### src/rtl/fll_pkg.sv
package fll_pkg;
  typedef enum logic [1:0] {
    STEP_HOLD = 2'd0,
    STEP_UP   = 2'd1,
    STEP_DN   = 2'd2
  } step_e;
endpackage

### src/rtl/fll_ref_sync.sv
module fll_ref_sync #(
  parameter int unsigned STAGES = 2
) (
  input  logic clk_i,
  input  logic rst_ni,
  input  logic run_i,
  input  logic ref_i,
  output logic rise_o
);
  logic [STAGES:0] chain_q;

  for (genvar g = 0; g <= STAGES; g++) begin : g_stage
    always_ff @(posedge clk_i or negedge rst_ni) begin
      if (!rst_ni) chain_q[g] <= 1'b0;
      else if (run_i) chain_q[g] <= (g == 0) ? ref_i : chain_q[(g == 0) ? 0 : g-1];
    end
  end

  assign rise_o = run_i & chain_q[STAGES-1] & ~chain_q[STAGES];
endmodule

### src/rtl/fll_period_cnt.sv
module fll_period_cnt #(
  parameter int unsigned CNT_W = 16
) (
  input  logic             clk_i,
  input  logic             rst_ni,
  input  logic             run_i,
  input  logic             clr_i,
  input  logic             edge_i,
  output logic             valid_o,
  output logic [CNT_W-1:0] meas_o
);
  localparam logic [CNT_W-1:0] CntMax = {CNT_W{1'b1}};

  logic [CNT_W-1:0] cnt_q, cnt_inc;
  logic             primed_q;

  assign cnt_inc = (cnt_q == CntMax) ? CntMax : cnt_q + 1'b1;
  assign meas_o  = cnt_inc;
  assign valid_o = run_i & ~clr_i & edge_i & primed_q;

  always_ff @(posedge clk_i or negedge rst_ni) begin
    if (!rst_ni) begin
      cnt_q    <= '0;
      primed_q <= 1'b0;
    end else if (run_i) begin
      if (clr_i) begin
        cnt_q    <= '0;
        primed_q <= 1'b0;
      end else if (edge_i) begin
        cnt_q    <= '0;
        primed_q <= 1'b1;
      end else begin
        cnt_q <= cnt_inc;
      end
    end
  end
endmodule

### src/rtl/fll_cal_reg.sv
module fll_cal_reg
  import fll_pkg::*;
#(
  parameter int unsigned CAL_W   = 7,
  parameter int unsigned CAL_RST = 64
) (
  input  logic             clk_i,
  input  logic             rst_ni,
  input  logic             run_i,
  input  step_e            step_i,
  input  logic             reload_i,
  input  logic             wr_i,
  input  logic [CAL_W-1:0] wdata_i,
  output logic [CAL_W-1:0] cal_o
);
  localparam logic [CAL_W-1:0] CalMax = {CAL_W{1'b1}};
  localparam logic [CAL_W-1:0] CalDef = CAL_W'(CAL_RST);

  logic [CAL_W-1:0] cal_q, cal_d;

  always_comb begin
    cal_d = cal_q;
    if (reload_i)      cal_d = CalDef;
    else if (wr_i)     cal_d = wdata_i;
    else begin
      unique case (step_i)
        STEP_UP: if (cal_q != CalMax) cal_d = cal_q + 1'b1;
        STEP_DN: if (cal_q != '0)     cal_d = cal_q - 1'b1;
        default: cal_d = cal_q;
      endcase
    end
  end

  always_ff @(posedge clk_i or negedge rst_ni) begin
    if (!rst_ni)    cal_q <= CalDef;
    else if (run_i) cal_q <= cal_d;
  end

  assign cal_o = cal_q;
endmodule

### src/rtl/freq_lock_cal.sv
module freq_lock_cal
  import fll_pkg::*;
#(
  parameter int unsigned CAL_W       = 7,
  parameter int unsigned CMP_W       = 16,
  parameter int unsigned CMP_RST     = 1953,
  parameter int unsigned CAL_RST     = 64,
  parameter int unsigned SYNC_STAGES = 2
) (
  input  logic             clk_i,
  input  logic             rst_ni,
  input  logic             ref_i,
  input  logic             enable_i,
  input  logic             sleep_i,
  input  logic             reg_wr_i,
  input  logic             reg_sel_i,
  input  logic [CMP_W-1:0] reg_wdata_i,
  input  logic             ref_dis_req_i,
  output logic             ref_dis_o,
  output logic [CMP_W-1:0] cmp_o,
  output logic [CAL_W-1:0] cal_o
);
  localparam logic [CMP_W-1:0] CmpDef = CMP_W'(CMP_RST);

  logic             run;
  logic             ref_rise;
  logic             meas_valid;
  logic [CMP_W-1:0] meas;
  logic [CMP_W-1:0] cmp_q;
  logic             en_q;
  logic             reload_pend_q;
  logic             ref_dis_q;
  logic             en_rise;
  logic             reload;
  logic             cal_wr;
  step_e            step;

  assign run     = ~sleep_i;
  assign en_rise = enable_i & ~en_q;
  assign reload  = run & en_rise & reload_pend_q;
  assign cal_wr  = run & reg_wr_i & reg_sel_i & ~enable_i;

  fll_ref_sync #(
    .STAGES (SYNC_STAGES)
  ) i_ref_sync (
    .clk_i  (clk_i),
    .rst_ni (rst_ni),
    .run_i  (run),
    .ref_i  (ref_i),
    .rise_o (ref_rise)
  );

  fll_period_cnt #(
    .CNT_W (CMP_W)
  ) i_period_cnt (
    .clk_i   (clk_i),
    .rst_ni  (rst_ni),
    .run_i   (run),
    .clr_i   (~enable_i),
    .edge_i  (ref_rise),
    .valid_o (meas_valid),
    .meas_o  (meas)
  );

  always_comb begin
    step = STEP_HOLD;
    if (meas_valid) begin
      if (meas > cmp_q)      step = STEP_DN;
      else if (meas < cmp_q) step = STEP_UP;
    end
  end

  fll_cal_reg #(
    .CAL_W   (CAL_W),
    .CAL_RST (CAL_RST)
  ) i_cal_reg (
    .clk_i    (clk_i),
    .rst_ni   (rst_ni),
    .run_i    (run),
    .step_i   (step),
    .reload_i (reload),
    .wr_i     (cal_wr),
    .wdata_i  (reg_wdata_i[CAL_W-1:0]),
    .cal_o    (cal_o)
  );

  always_ff @(posedge clk_i or negedge rst_ni) begin
    if (!rst_ni) begin
      cmp_q <= CmpDef;
      en_q  <= 1'b0;
    end else if (run) begin
      en_q <= enable_i;
      if (reg_wr_i && !reg_sel_i) cmp_q <= reg_wdata_i;
    end
  end

  // reload armed only by a disabled sleep, consumed by the next enable rise
  always_ff @(posedge clk_i or negedge rst_ni) begin
    if (!rst_ni)                 reload_pend_q <= 1'b0;
    else if (sleep_i && !enable_i) reload_pend_q <= 1'b1;
    else if (run && en_rise)     reload_pend_q <= 1'b0;
  end

  always_ff @(posedge clk_i or negedge rst_ni) begin
    if (!rst_ni) ref_dis_q <= 1'b0;
    else         ref_dis_q <= ref_dis_req_i & ~enable_i;
  end

  assign ref_dis_o = ref_dis_q;
  assign cmp_o     = cmp_q;
endmodule

### config.mk
export PLATFORM = sky130hd
export DESIGN_NAME = freq_lock_cal
export DESIGN_NICKNAME = d
export VERILOG_FILES = /design/src/rtl/fll_pkg.sv /design/src/rtl/fll_ref_sync.sv /design/src/rtl/fll_period_cnt.sv /design/src/rtl/fll_cal_reg.sv /design/src/rtl/freq_lock_cal.sv
export SDC_FILE = /design/constraint.sdc
export NUM_CORES = 1
export LEC_CHECK = 0
export ABC_AREA = 1
export BUFFER_PORTS_ARGS = -buffer_cell sky130_fd_sc_hd__clkbuf_2
export CAP_MARGIN = 40
export CORE_MARGIN = 3
export CORE_UTILIZATION = 46
export DETAILED_ROUTE_END_ITERATION = 12
export PLACE_DENSITY = 0.79
export SKIP_LAST_GASP = 1
export SLEW_MARGIN = 20
export SYNTH_ARGS = -nofsm -noshare
export SYNTH_HDL_FRONTEND = slang
export SYNTH_SLANG_ARGS = --single-unit
export TNS_END_PERCENT = 10
### constraint.sdc
create_clock -name clk_i -period 3.53 [get_ports clk_i]
set_input_delay 0.706 -clock clk_i [delete_from_list [all_inputs] [get_ports clk_i]]
set_output_delay 0.706 -clock clk_i [all_outputs]
set_load 0.05 [all_outputs]
==> results.ini, run 1 <==
[run_status]
status = complete, but fails checks
violations = setup timing

[critical_path]
crit_required_ns = 3.80
end_kind = flop
cp.depth = 30
crit_fanout = 5
cpPeakStageDelay_ns = 0.37
crit_path_start_kind = flop
reg2reg_slack_ns = -0.38
crit_type = flop to flop
critPathArrivalTime_ns = 4.18
cp_slowest_cell = ha_4
regToRegEndpoint = i_cal_reg.cal_o[6]
timing.rr.start = i_period_cnt.cnt_q[0]
endpoint = i_cal_reg.cal_o[6]
startpoint = i_period_cnt.cnt_q[0]
reg2regPathDepth = 30
cpMostUsedCell = nand2_1
path_delay_family = simple AND/OR/NAND/NOR gates
cp_num_buf_inv = 4

[grt]
grt.met1_usage = 0.270
grt_util_met3 = 0.0360
met2_usage = 0.351
grt_max_degree = 33
grt-ovfl-total = 0
grt_most_used_layer = met2
grtUsageTotal = 0.210
grt_pass1_vias = 2939
antenna_found_initial = 0
grt_pass1_wl_mm = 12.8

[floorplanning]
ioPinCount = 48
core_um2 = 6390
die_w_um = 87.5
die_y_um = 87.5
initial_core_util = 0.478
num_rows = 29
die_area_um2 = 7650

[layout]
final_util = 0.626
n_antenna_cell = 0
regArea_um2 = 1160
multi_input_area_um2 = 1900
final_cell_mix = nand2_1 (84), inv_1 (57), clkbuf_2 (47), dfrtp_1 (38), nor2_1 (33)
mostFrequentLayoutCell = nand2_1
drive_gt1_frac = 0.346
fillers = 521
nNetsFinal = 528
area.growth.synth_to_final_pct = 31.0

[sta]
final_hold_viol_count = 0
skew_ns = 0.00571
maxSlewHeadroom = 0.705
drv_slew = 0
fin_crit_sh = 1.11
tightest_slew_ns = 0.441
rsz0062_at_grt = yes
setup_ws_ns = -0.382
max_freq_ghz = 0.256
period_needed_ns = 3.91
finalSetupViolations = 5

[place]
place_ws_ns = -0.207
dp_hpwl_mm = 5.56
place.gp.congestion = 0.944
port-buffer-count = 47

[clock_tree]
ctsHtreeMaxLevel = 2
path_clk_slew_ns = 0.09
cts_root_buf = clkbuf_8
tritoncts = yes
cts.sinks = 46
clock_latency_ns = 0.32
cts_buffer_depth = 2
cts_buffers = 5

[yosys]
ys_async_sr_fraction = 1.00
synth-edff-count = 0
yosysSeqAreaShare = 0.380
yosysUniqueCellTypes = 34
synth.cell_area_um2 = 3050
synthesis.nets = 449
ys_warn_count = 0
yosys.area.top_type = dfrtp_1
synth_top_area_frac = 0.320
ys_ff_latch = 46
synthTopCellsByArea = dfrtp_1 (32%), nand2_1 (11%), ha_1 (9.0%)
synthCells = 402
syn_avg_cell_area_um2 = 7.59
synth_ff_type = dfrtp_1

[drt]
detail_route.vias_per_cell = 5.32
vias = 2972
detail_route.first_pass.iterations = 4
routedWlPerCell_um = 14.5
drc = 0
drt-total-wl_mm = 8.13
initialDrtViolationCount = 233
drtAntennaViolNets = 0

[hold_path]
min_path_type = input port to asynchronous set/reset pin

[pwr]
leakage_nw = 2.15
powerDensity_nw_per_um2 = 460
ir_drop_uv = 441

[flow_run]
cap_violations = 0

-- final cells by class --
type / count / share of cell area
Timing Repair Buffer: 77 / 0.123
Sequential cell: 46 / 0.290
Clock buffer: 5 / 0.0172
Inverter: 69 / 0.0657
Tap cell: 77 / 0.0241
Multi-Input combinational cell: 282 / 0.475
Clock inverter: 3 / 0.00532
-- where the power goes --
| part | switching [mW] | internal [mW] | leakage (nW) |
|---|---|---|---|
| sequential | 0.0964 | 0.613 | 0.567 |
| clock | 0.201 | 0.139 | 0.0441 |
| combinational | 0.516 | 0.271 | 1.54 |
-- cell usage after synthesis, types with 2 or more instances --
library cell / instances
a21o_1: 2
a21oi_1: 24
nand2_2: 7
dfstp_2: 7
nand2_1: 92
nor3_1: 5
nor2_1: 40
xor2_1: 8
xnor2_1: 3
nor2_2: 5
clkbuf_1: 5
ha_1: 22
inv_1: 60
nor3_4: 2
inv_2: 7
nand4_1: 8
nor2_4: 3
a31oi_1: 2
o21bai_1: 2
nand3_2: 8
dfrtp_1: 39
o21ai_1: 7
nand3_1: 14
clkinv_1: 2
o22ai_1: 7
o21ai_0: 13
-- how the worst min path moves through the flow --
stage | from | endpoint | slack (ns) | cells after the start
after floorplan | rst_ni | cmp_o[11] | 0.41 | 0
after global placement | i_ref_sync.chain_q[2] | i_ref_sync.chain_q[2] | 0.46 | 2
after detailed placement | i_ref_sync.chain_q[1] | i_ref_sync.chain_q[1] | 0.47 | 2
after CTS | i_ref_sync.chain_q[1] | i_ref_sync.chain_q[1] | 0.49 | 2
after global routing | rst_ni | cmp_o[12] | 0.28 | 1
final | rst_ni | i_period_cnt.cnt_q[10] | 0.27 | 1
-- routing by layer --
layer / part of all wire / vias up
met2: 0.50 / 92
met3: 0.060 / 22
met5: 0 / -
met4: 0.026 / 0
li1: - / 1441
met1: 0.41 / 1417
-- flip-flops by register name, summed over array words and instances, names as in the netlist --
signal	cells
i_period_cnt.primed_q	1
i_period_cnt.cnt_q	16
en_q	1
i_cal_reg.cal_o	7
reload_pend_q	1
ref_dis_o	1
i_ref_sync.chain_q	3
cmp_o	16
-- through the flow --
stage | TNS (ns) | area [µm²] | hold WS [ns] | cells | power (mW)
finish | -1.59 | 4000 | 0.272 | 559 | 1.84
global route | -2.97 | 4000 | 0.283 | 559 | 1.96
CTS | -0.544 | 3610 | 0.495 | 550 | 1.72
detailed placement | -0.573 | 3500 | 0.471 | 539 | 1.38
global placement | -0.0836 | 3500 | 0.463 | 539 | 1.37
floorplan | 0 | 3050 | 0.410 | 402 | 1.18
-- what timing repair did --
action,4_1_cts,5_1_grt
endpoints found under the setup margin,5,6
gates resized for setup,0,57
cloned,1,0
hold buffers,0,0
buffers inserted,2,8
pin swaps,1,30
-- cells by family (layout without fill, tap and decap cells) --
family / Yosys count / in the layout / share of synthesized area
AND/OR/NAND/NOR: 186 / 187 / 0.287
buffers and inverters: 75 / 154 / 0.0934
AO/OA/AOI/OAI: 60 / 60 / 0.108
flip-flops: 46 / 46 / 0.380
adder cells (fa/ha/maj): 23 / 23 / 0.0967
XOR/XNOR: 11 / 11 / 0.0316
multiplexers: 1 / 1 / 0.00328
No activity file was read; power rests on OpenSTA's default activity.
==> run 2, diff against run 1 <==
--- a/config.mk
+++ b/config.mk
@@ -8,10 +8,12 @@
 export ABC_AREA = 1
 export BUFFER_PORTS_ARGS = -buffer_cell sky130_fd_sc_hd__clkbuf_2
 export CAP_MARGIN = 40
+export CELL_PAD_IN_SITES_DETAIL_PLACEMENT = 0
+export CELL_PAD_IN_SITES_GLOBAL_PLACEMENT = 1
 export CORE_MARGIN = 3
-export CORE_UTILIZATION = 46
+export CORE_UTILIZATION = 38
 export DETAILED_ROUTE_END_ITERATION = 12
-export PLACE_DENSITY = 0.79
+export PLACE_DENSITY = 0.86
 export SKIP_LAST_GASP = 1
 export SLEW_MARGIN = 20
 export SYNTH_ARGS = -nofsm -noshare
==> run 2 against run 1 <==
  * The run still ends with setup timing left
  * Count of clock-buffer cells in the layout rose by 2
  * Via count down 3.4%
  * Cell area shrank 2.2%
  * Flip-flop and latch count unchanged
  * Non-clock buffer count up 6
  * Clock skew up 0.0026 ns
  * Power fell by 4.2%
  * Maximum frequency up 4.1%
  * Wire length down 4.0%
  * Combinational power is 8.5% lower
  * Sequential share of layout area increased by 0.66 points
  * Die area rose by 20%
  * Largest power group unchanged
==> results.ini, run 2 (synthesis results as in run 1) <==
[sta]
setup_ws_ns = -0.229
rsz0062_at_grt = yes
final_hold_viol_count = 0
period_needed_ns = 3.76
finalSetupViolations = 5
skew_ns = 0.00828
fin_crit_sh = 1.06
max_freq_ghz = 0.266
drv_slew = 0
tightest_slew_ns = 0.588
maxSlewHeadroom = 0.608

[place]
dp_hpwl_mm = 5.93
place_ws_ns = -0.173
place_area_um2 = 3570
port-buffer-count = 47
placed_cells = 569
place.gp.congestion = 0.848

[drt]
initialDrtViolationCount = 176
detail_route.vias_per_cell = 4.88
detail_route.first_pass.iterations = 4
routedWlPerCell_um = 13.3
vias = 2872
drtAntennaViolNets = 0
drt-total-wl_mm = 7.81
drc = 0

[grt]
grt_pass1_wl_mm = 13.1
grt_max_degree = 33
grtUsageTotal = 0.182
grt-ovfl-total = 0
grt_pass1_vias = 2868
antenna_found_initial = 0

[critical_path]
end_kind = flop
cpPeakStageDelay_ns = 0.36
cpMostUsedCell = nand2_2
crit_fanout = 5
crit_required_ns = 3.77
critPathArrivalTime_ns = 4.00
cp_slowest_cell = dfrtp_1
crit_path_start_kind = flop
crit_type = flop to flop

[layout]
fin_area_um2 = 3910
drive_gt1_frac = 0.308
n_antenna_cell = 0
nNetsFinal = 533
area.growth.synth_to_final_pct = 28.1
final_cell_mix = nand2_1 (89), inv_1 (59), clkbuf_2 (47), dfrtp_1 (38), nor2_1 (37)
mostFrequentLayoutCell = nand2_1
fin_cells = 589

[pwr]
switchingPower_uw = 753
cell_internal_pwr_mw = 1.01
swShare = 0.427
powerDensity_nw_per_um2 = 450
leakage_nw = 2.15
ir_drop_uv = 406
p_total_mw = 1.76
combPwrFrac = 0.409
clockPowerShare = 0.191
p_seq_frac = 0.400

[clock_tree]
ctsHtreeMaxLevel = 2
cts_buffers = 5
tritoncts = yes
cts.sinks = 46
path_clk_slew_ns = 0.09
cts_root_buf = clkbuf_8
clock_latency_ns = 0.30
cts_buffer_depth = 2

[floorplanning]
initial_core_util = 0.393
die_w_um = 95.6
core_um2 = 7770
die_y_um = 95.6
num_rows = 32
die_area_um2 = 9150
ioPinCount = 48

[run_status]
status = complete, but fails checks
violations = setup timing

[flow_run]
cap_violations = 0

[hold_path]
min_path_type = input port to asynchronous set/reset pin

run 2: cell types whose count changed in the layout (fill, tap and decap cells not counted), sizes merged:
cell,previous run,this run
buf,30,36
clkbuf,52,54
clkinv,4,3
clkinvlp,2,1
nor2,49,48
run 2: area by class of cell:
class,count,area (µm²)
Multi-Input combinational cell,281,1760
Clock inverter,1,5.00
Timing Repair Buffer,83,513
Tap cell,102,128
Inverter,69,263
Fill cell,797,3860
Clock buffer,7,86.3
Sequential cell,46,1160
run 2: critical path, delay by kind of cell, from the launching register on:
family          cells  cell delay (ns)
buf+inv             5             0.71
compound gates      3             0.47
simple gates       16             1.58
fa+ha+maj           2             0.58
flops               1             0.36
run 2: final timing paths:
kind	endpoint	slack [ns]	start	depth (start not counted)
min in group clk_i	i_ref_sync.chain_q[1]	0.47	i_ref_sync.chain_q[0]	2
max	i_cal_reg.cal_o[5]	-0.23	i_period_cnt.cnt_q[0]	26
min reg2reg	i_ref_sync.chain_q[1]	0.47	i_ref_sync.chain_q[0]	2
max reg2reg	i_cal_reg.cal_o[5]	-0.23	i_period_cnt.cnt_q[0]	26
min	i_period_cnt.cnt_q[9]	0.39	rst_ni	1
max in group asynchronous	i_cal_reg.cal_o[6]	2.35	rst_ni	2
run 2: power by group through the flow:
stage	registers [mW]	logic [mW]	clock network, mW
floorplan	0.915	0.269	0
global placement	0.704	0.669	0
detailed placement	0.705	0.683	0
CTS	0.704	0.713	0.349
global route	0.718	0.796	0.366
finish	0.704	0.721	0.336
run 2: metal layers:
layer,vias to the layer above,wire length (µm),track usage
met4,0,142,0.0640
met3,13,193,0.0253
met1,1365,3550,0.237
li1,1460,-,-
met2,34,3920,0.309
met5,-,0,0
run 2: repair_timing:
action	4_1_cts	5_1_grt
endpoints found under the setup margin	5	6
resized for setup	16	11
hold buffers	0	0
gates cloned	0	0
hold endpoints to repair	0	0
pin swaps	10	14
setup buffers	9	3
run 2: through the flow:
step	utilization	setup TNS, ns	hold WS (ns)
floorplan	-	0	0.410
global placement	0.460	-0.240	0.461
detailed placement	0.460	-0.558	0.462
CTS	0.492	-0.600	0.414
global route	0.504	-2.32	0.428
finish	0.504	-0.902	0.388
